`config.mk`:
```
export PLATFORM = sky130hd
export DESIGN_NAME = nvm_sum_engine
export DESIGN_NICKNAME = d
export VERILOG_FILES = /design/src/rtl/nvm_sum_pkg.sv /design/src/rtl/nvm_sum_acc.sv /design/src/rtl/nvm_word_idx.sv /design/src/rtl/nvm_sum_engine.sv
export SDC_FILE = /design/constraint.sdc
export NUM_CORES = 1
export LEC_CHECK = 0
export BUFFER_PORTS_ARGS = -buffer_cell sky130_fd_sc_hd__buf_4
export CAP_MARGIN = 20
export CELL_PAD_IN_SITES_DETAIL_PLACEMENT = 1
export CELL_PAD_IN_SITES_GLOBAL_PLACEMENT = 1
export CORE_MARGIN = 2
export CORE_UTILIZATION = 43
export CTS_CLUSTER_DIAMETER = 100
export DETAILED_ROUTE_END_ITERATION = 6
export GPL_ROUTABILITY_DRIVEN = 0
export PLACE_DENSITY = 0.94
export SETUP_SLACK_MARGIN = 0.02
export SYNTH_ARGS = -nofsm -noshare
export SYNTH_HDL_FRONTEND = slang
export SYNTH_SLANG_ARGS = --single-unit
```
`constraint.sdc`:
```
create_clock -name clk -period 7.5 [get_ports clk]
set_clock_uncertainty 0.1 [all_clocks]
set_input_delay 0.75 -clock clk [delete_from_list [all_inputs] [get_ports clk]]
set_output_delay 0.75 -clock clk [all_outputs]
set_load 0.02 [all_outputs]
```
`src/rtl/nvm_sum_pkg.sv`:
```
package nvm_sum_pkg;
    typedef enum logic [1:0] {
        S_IDLE  = 2'd0,
        S_READ  = 2'd1,
        S_WRITE = 2'd2,
        S_DONE  = 2'd3
    } sum_state_e;

    typedef enum logic {
        OP_CHECK = 1'b0,
        OP_FIX   = 1'b1
    } sum_op_e;
endpackage

```
`src/rtl/nvm_sum_acc.sv`:
```
module nvm_sum_acc #(
    parameter int DW = 16
) (
    input  logic          clk,
    input  logic          rst_n,
    input  logic          clr_i,
    input  logic          add_i,
    input  logic [DW-1:0] word_i,
    output logic [DW-1:0] sum_o,
    output logic [DW-1:0] sum_next_o
);
    logic [DW-1:0] sum_q;

    assign sum_next_o = sum_q + word_i;
    assign sum_o      = sum_q;

    always_ff @(posedge clk or negedge rst_n) begin
        if (!rst_n)     sum_q <= '0;
        else if (clr_i) sum_q <= '0;
        else if (add_i) sum_q <= sum_next_o;
    end
endmodule

```
`src/rtl/nvm_word_idx.sv`:
```
module nvm_word_idx #(
    parameter int AW = 8
) (
    input  logic          clk,
    input  logic          rst_n,
    input  logic          clr_i,
    input  logic          inc_i,
    output logic [AW-1:0] idx_o
);
    logic [AW-1:0] idx_q;

    assign idx_o = idx_q;

    always_ff @(posedge clk or negedge rst_n) begin
        if (!rst_n)     idx_q <= '0;
        else if (clr_i) idx_q <= '0;
        else if (inc_i) idx_q <= idx_q + 1'b1;
    end
endmodule

```
`src/rtl/nvm_sum_engine.sv`:
```
module nvm_sum_engine
    import nvm_sum_pkg::*;
#(
    parameter int          AW     = 8,
    parameter int          DW     = 16,
    parameter int          CK_IDX = 63,
    parameter logic [15:0] SIG    = 16'hBABA
) (
    input  logic          clk,
    input  logic          rst_n,
    input  logic          start_i,
    input  logic          mode_i,
    output logic          busy_o,
    output logic          done_o,
    output logic          err_o,
    output logic          rd_req_o,
    output logic          wr_req_o,
    output logic [AW-1:0] addr_o,
    output logic [DW-1:0] wdata_o,
    input  logic [DW-1:0] rdata_i,
    input  logic          ack_i,
    input  logic          fail_i
);
    localparam logic [AW-1:0] CK_ADDR  = AW'(CK_IDX);
    localparam logic [AW-1:0] FIX_LAST = AW'(CK_IDX - 1);
    localparam logic [DW-1:0] SIG_W    = DW'(SIG);
    localparam bit            NO_READS = (CK_IDX == 0);

    sum_state_e    state_q, state_d;
    sum_op_e       op_q;
    logic          err_q;
    logic          err_set;
    logic          acc_clr, acc_add;
    logic          idx_clr, idx_inc;
    logic [AW-1:0] idx;
    logic [DW-1:0] sum, sum_next;
    logic [AW-1:0] last_idx;
    logic          at_last;
    logic          accept;

    nvm_sum_acc #(.DW(DW)) u_acc (
        .clk        (clk),
        .rst_n      (rst_n),
        .clr_i      (acc_clr),
        .add_i      (acc_add),
        .word_i     (rdata_i),
        .sum_o      (sum),
        .sum_next_o (sum_next)
    );

    nvm_word_idx #(.AW(AW)) u_idx (
        .clk   (clk),
        .rst_n (rst_n),
        .clr_i (idx_clr),
        .inc_i (idx_inc),
        .idx_o (idx)
    );

    assign last_idx = (op_q == OP_FIX) ? FIX_LAST : CK_ADDR;
    assign at_last  = (idx == last_idx);
    assign accept   = (state_q == S_IDLE) && start_i;

    // Next-state and datapath control
    always_comb begin
        state_d = state_q;
        acc_clr = 1'b0;
        acc_add = 1'b0;
        idx_clr = 1'b0;
        idx_inc = 1'b0;
        err_set = 1'b0;
        unique case (state_q)
            S_IDLE: begin
                if (start_i) begin
                    acc_clr = 1'b1;
                    idx_clr = 1'b1;
                    state_d = (mode_i && NO_READS) ? S_WRITE : S_READ;
                end
            end
            S_READ: begin
                if (fail_i) begin
                    err_set = 1'b1;
                    state_d = S_DONE;
                end else if (ack_i) begin
                    acc_add = 1'b1;
                    if (at_last) begin
                        if (op_q == OP_FIX) begin
                            state_d = S_WRITE;
                        end else begin
                            err_set = (sum_next != SIG_W);
                            state_d = S_DONE;
                        end
                    end else begin
                        idx_inc = 1'b1;
                    end
                end
            end
            S_WRITE: begin
                if (fail_i) begin
                    err_set = 1'b1;
                    state_d = S_DONE;
                end else if (ack_i) begin
                    state_d = S_DONE;
                end
            end
            S_DONE: state_d = S_IDLE;
            default: state_d = S_IDLE;
        endcase
    end

    // State register
    always_ff @(posedge clk or negedge rst_n) begin
        if (!rst_n) begin
            state_q <= S_IDLE;
            op_q    <= OP_CHECK;
            err_q   <= 1'b0;
        end else begin
            state_q <= state_d;
            if (accept) begin
                op_q  <= sum_op_e'(mode_i);
                err_q <= 1'b0;
            end else if (err_set) begin
                err_q <= 1'b1;
            end
        end
    end

    // Outputs
    always_comb begin
        busy_o   = (state_q != S_IDLE);
        done_o   = (state_q == S_DONE);
        rd_req_o = (state_q == S_READ);
        wr_req_o = (state_q == S_WRITE);
        addr_o   = (state_q == S_WRITE) ? CK_ADDR : idx;
        wdata_o  = SIG_W - sum;
        err_o    = err_q;
    end
endmodule

```
==> results.yml <==
clock_tree:
  clk_latency_ns: 0.29
  h-tree-depth: 1
  clockBufferDepth: 2
  cts_buffers: 3
  tritoncts: "yes"
  post_cts_resized: 0
  postCtsSetupBuffers: 0
  clock-sinks: 28
  cts_root_buf: "clkbuf_8"
  clk_pin_slew_ns: 0.11
  cts_hold_buf: 0
pwr:
  combinationalPowerShare: 0.687
  clkPwrFrac: 0.078
  power_frac_seq: 0.234
  p_leak_nw: 1.34
  swShare: 0.497
  power_mw: 1.25
  power.density_nw_per_um2: 448
  p_int_uw: 628
  ir_drop_uv: 209
  p_switching_uw: 621
sta:
  fmax_ghz: 0.306
  slew_viol_final: 0
  worst_pin_slew_ns: 0.969
  finalCriticalPeriod_ns: 3.27
  finalCritPeriodShare: 0.436
  fin_ws_ns: 4.23
  relSlewSlack: 0.354
  rsz0062_at_grt: "no"
  setup_viol: 0
  setup_tns_ns: 0
  fin_hold_ws_ns: 0.261
  finalHoldViolCount: 0
logic_synthesis:
  synth_common_cells: "nand2_1 (43), dfrtp_1 (28), a21oi_1 (25), nor2_1 (24), ha_1 (22)"
  synthMuxAreaShare: 0.00436
  ys_dominant_reg_cell: "dfrtp_1"
  avgSynthCellArea_sq_um: 8.34
  yosysTopAreaCell: "dfrtp_1"
  async_flop_share: 1.00
  netlist_area_sq_um: 2290
  synth-edff-count: 0
  synth_cell_types: 40
  yosys.area_share.adder: 0.129
  ys_warn_count: 0
  ys_seq_area_frac: 0.305
  synth_compound_area_frac: 0.171
  ys_ff_latch: 28
  synthSimpleGateAreaFrac: 0.224
  yosysMostFrequentCell: "nand2_1"
  syn_nets: 320
  synth.top_cell.area_share: 0.305
  yosys-top-cells-area: "dfrtp_1 (31%), ha_1 (12%), xor2_1 (7.3%)"
  synthCells: 275
  synth-xor-area-share: 0.137
  synth_top_family_by_area: "simple AND/OR/NAND/NOR gates"
global_routing:
  antenna_found_initial: 0
  grt_usage: 0.228
  grt_pass1_vias: 2316
  grt_max_degree: 29
  overflow: 0
  grt_pass1_wl_um: 11000
run_status:
  status: "completed"
setup_path:
  slowest_stage: "a311oi_1"
  cp.required_ns: 7.59
  critPathLaunchType: "primary input"
  path_buf_inv: 1
  critical-path-top-delay-family: "compound AO/OA/AOI/OAI gates"
  rr_worst_depth: 10
  crit_path_max_incr_delay_ns: 0.45
  path_cells: "buf_4 -> ha_1 -> fa_1 -> a211oi_1 -> o21ai_0 -> a311oi_1 -> o31ai_1 -> a21oi_1 -> xor2_1 -> o21ai_0 -> and2_1"
  arrival_ns: 3.36
  reg2reg_slack_ns: 4.32
  path_class: "in2reg"
  end_kind: "flip-flop"
  r2r-start: "u_acc.sum_o[0]$_DFFE_PN0P_"
  crit-reg2reg-capture: "u_acc.sum_o[14]$_DFFE_PN0P_"
  cp_max_fo: 3
  critPathMostFrequentCell: "o21ai_0"
route:
  first_pass_iters: 4
  vias_per_cell: 5.53
  vias: 2166
  wl_per_cell_um: 16.3
  detail-route-antenna-nets: 0
  initialDrtViolationCount: 98
  drc_errors: 0
  drt_wl_total_um: 6400
die:
  start_util: 0.446
  die_h_um: 77.1
  row_count: 26
  core_sq_um: 5140
  io_pins: 51
  die_w_um: 77.1
  dieArea_sq_um: 5940
finish:
  antennaDiodeCount: 0
  fin_cells: 392
  drive_above_1_share: 0.208
  area_growth_pct: 21.6
  fin_area_sq_um: 2790
  nets: 368
  utilization: 0.543
placed_design:
  dp.cells: 387
  dpl_cell_area_sq_um: 2720
  place_ws_ns: 4.10
  place_hpwl_um: 4830
  io_buffers: 50
min_path:
  hold_class: "in2async"
job:
  maxCapViolCount: 0
## power groups by stage
stage	clock network [mW]	logic (mW)	registers [mW]
finish	0.0978	0.858	0.292
global route	0.103	0.941	0.304
CTS	0.0984	0.859	0.291
detailed placement	0	0.845	0.294
global placement	0	0.815	0.289
floorplan	0	0.589	0.275
## worst reg2reg max path: stages (launching register included)
cell and delay, ns:
dfrtp_1 0.44, ha_1 0.25, fa_1 0.43, a211oi_1 0.30
o21ai_0 0.24, a311oi_1 0.45, o31ai_1 0.13, a21oi_1 0.22
xor2_1 0.24, o21ai_0 0.10, and2_1 0.17
## kinds of logic after synthesis
| family | Yosys count |
|---|---|
| flops | 28 |
| xor+xnor | 36 |
| compound gates | 62 |
| fa+ha+maj | 23 |
| mux | 1 |
| buf+inv | 17 |
| simple gates | 108 |
## cells in the final DEF (no fill, tap or decap), drive strengths merged, types with 5 or more instances in the layout
cell	instances
o21ai	13
nand2	43
nor2b	5
inv	9
ha	22
xnor2	17
nor2	24
xor2	19
a21oi	25
buf	51
or2	9
a211oi	5
nand3	5
dfrtp	28
## flip-flops by register name, summed over array words and instances (netlist names)
register,flops
op_q,1
state_q,2
u_idx.idx_o,8
u_acc.sum_o,16
err_o,1
## area by class of cell
cell class,instances,area [sq um]
fill,665,2350
multi-input combinational,230,1530
sequential,28,701
timing repair buffer,51,387
tap,70,87.6
clock buffer,4,55.1
inverter,9,33.8
## layer usage
metal	track usage	up-vias	wire length, um
met5	0	-	0
li1	-	1050	-
met3	0.0247	9	209
met2	0.414	47	3260
met4	0.0643	0	95
met1	0.286	1060	2830
## worst max path at each step
stage | cells past startpoint | slack, ns | startpoint | to
after floorplan | 10 | 4.54 | rdata_i[0] | u_acc.sum_o[14]$_DFFE_PN0P_
after global placement | 11 | 4.22 | rdata_i[0] | u_acc.sum_o[14]$_DFFE_PN0P_
after detailed placement | 11 | 4.10 | rdata_i[0] | err_o$_DFFE_PN0P_
after CTS | 11 | 4.22 | rdata_i[0] | u_acc.sum_o[14]$_DFFE_PN0P_
after global routing | 8 | 3.96 | u_acc.sum_o[1]$_DFFE_PN0P_ | wdata_o[12]
final | 11 | 4.23 | rdata_i[0] | u_acc.sum_o[14]$_DFFE_PN0P_
(Power assumes the default switching activity.)
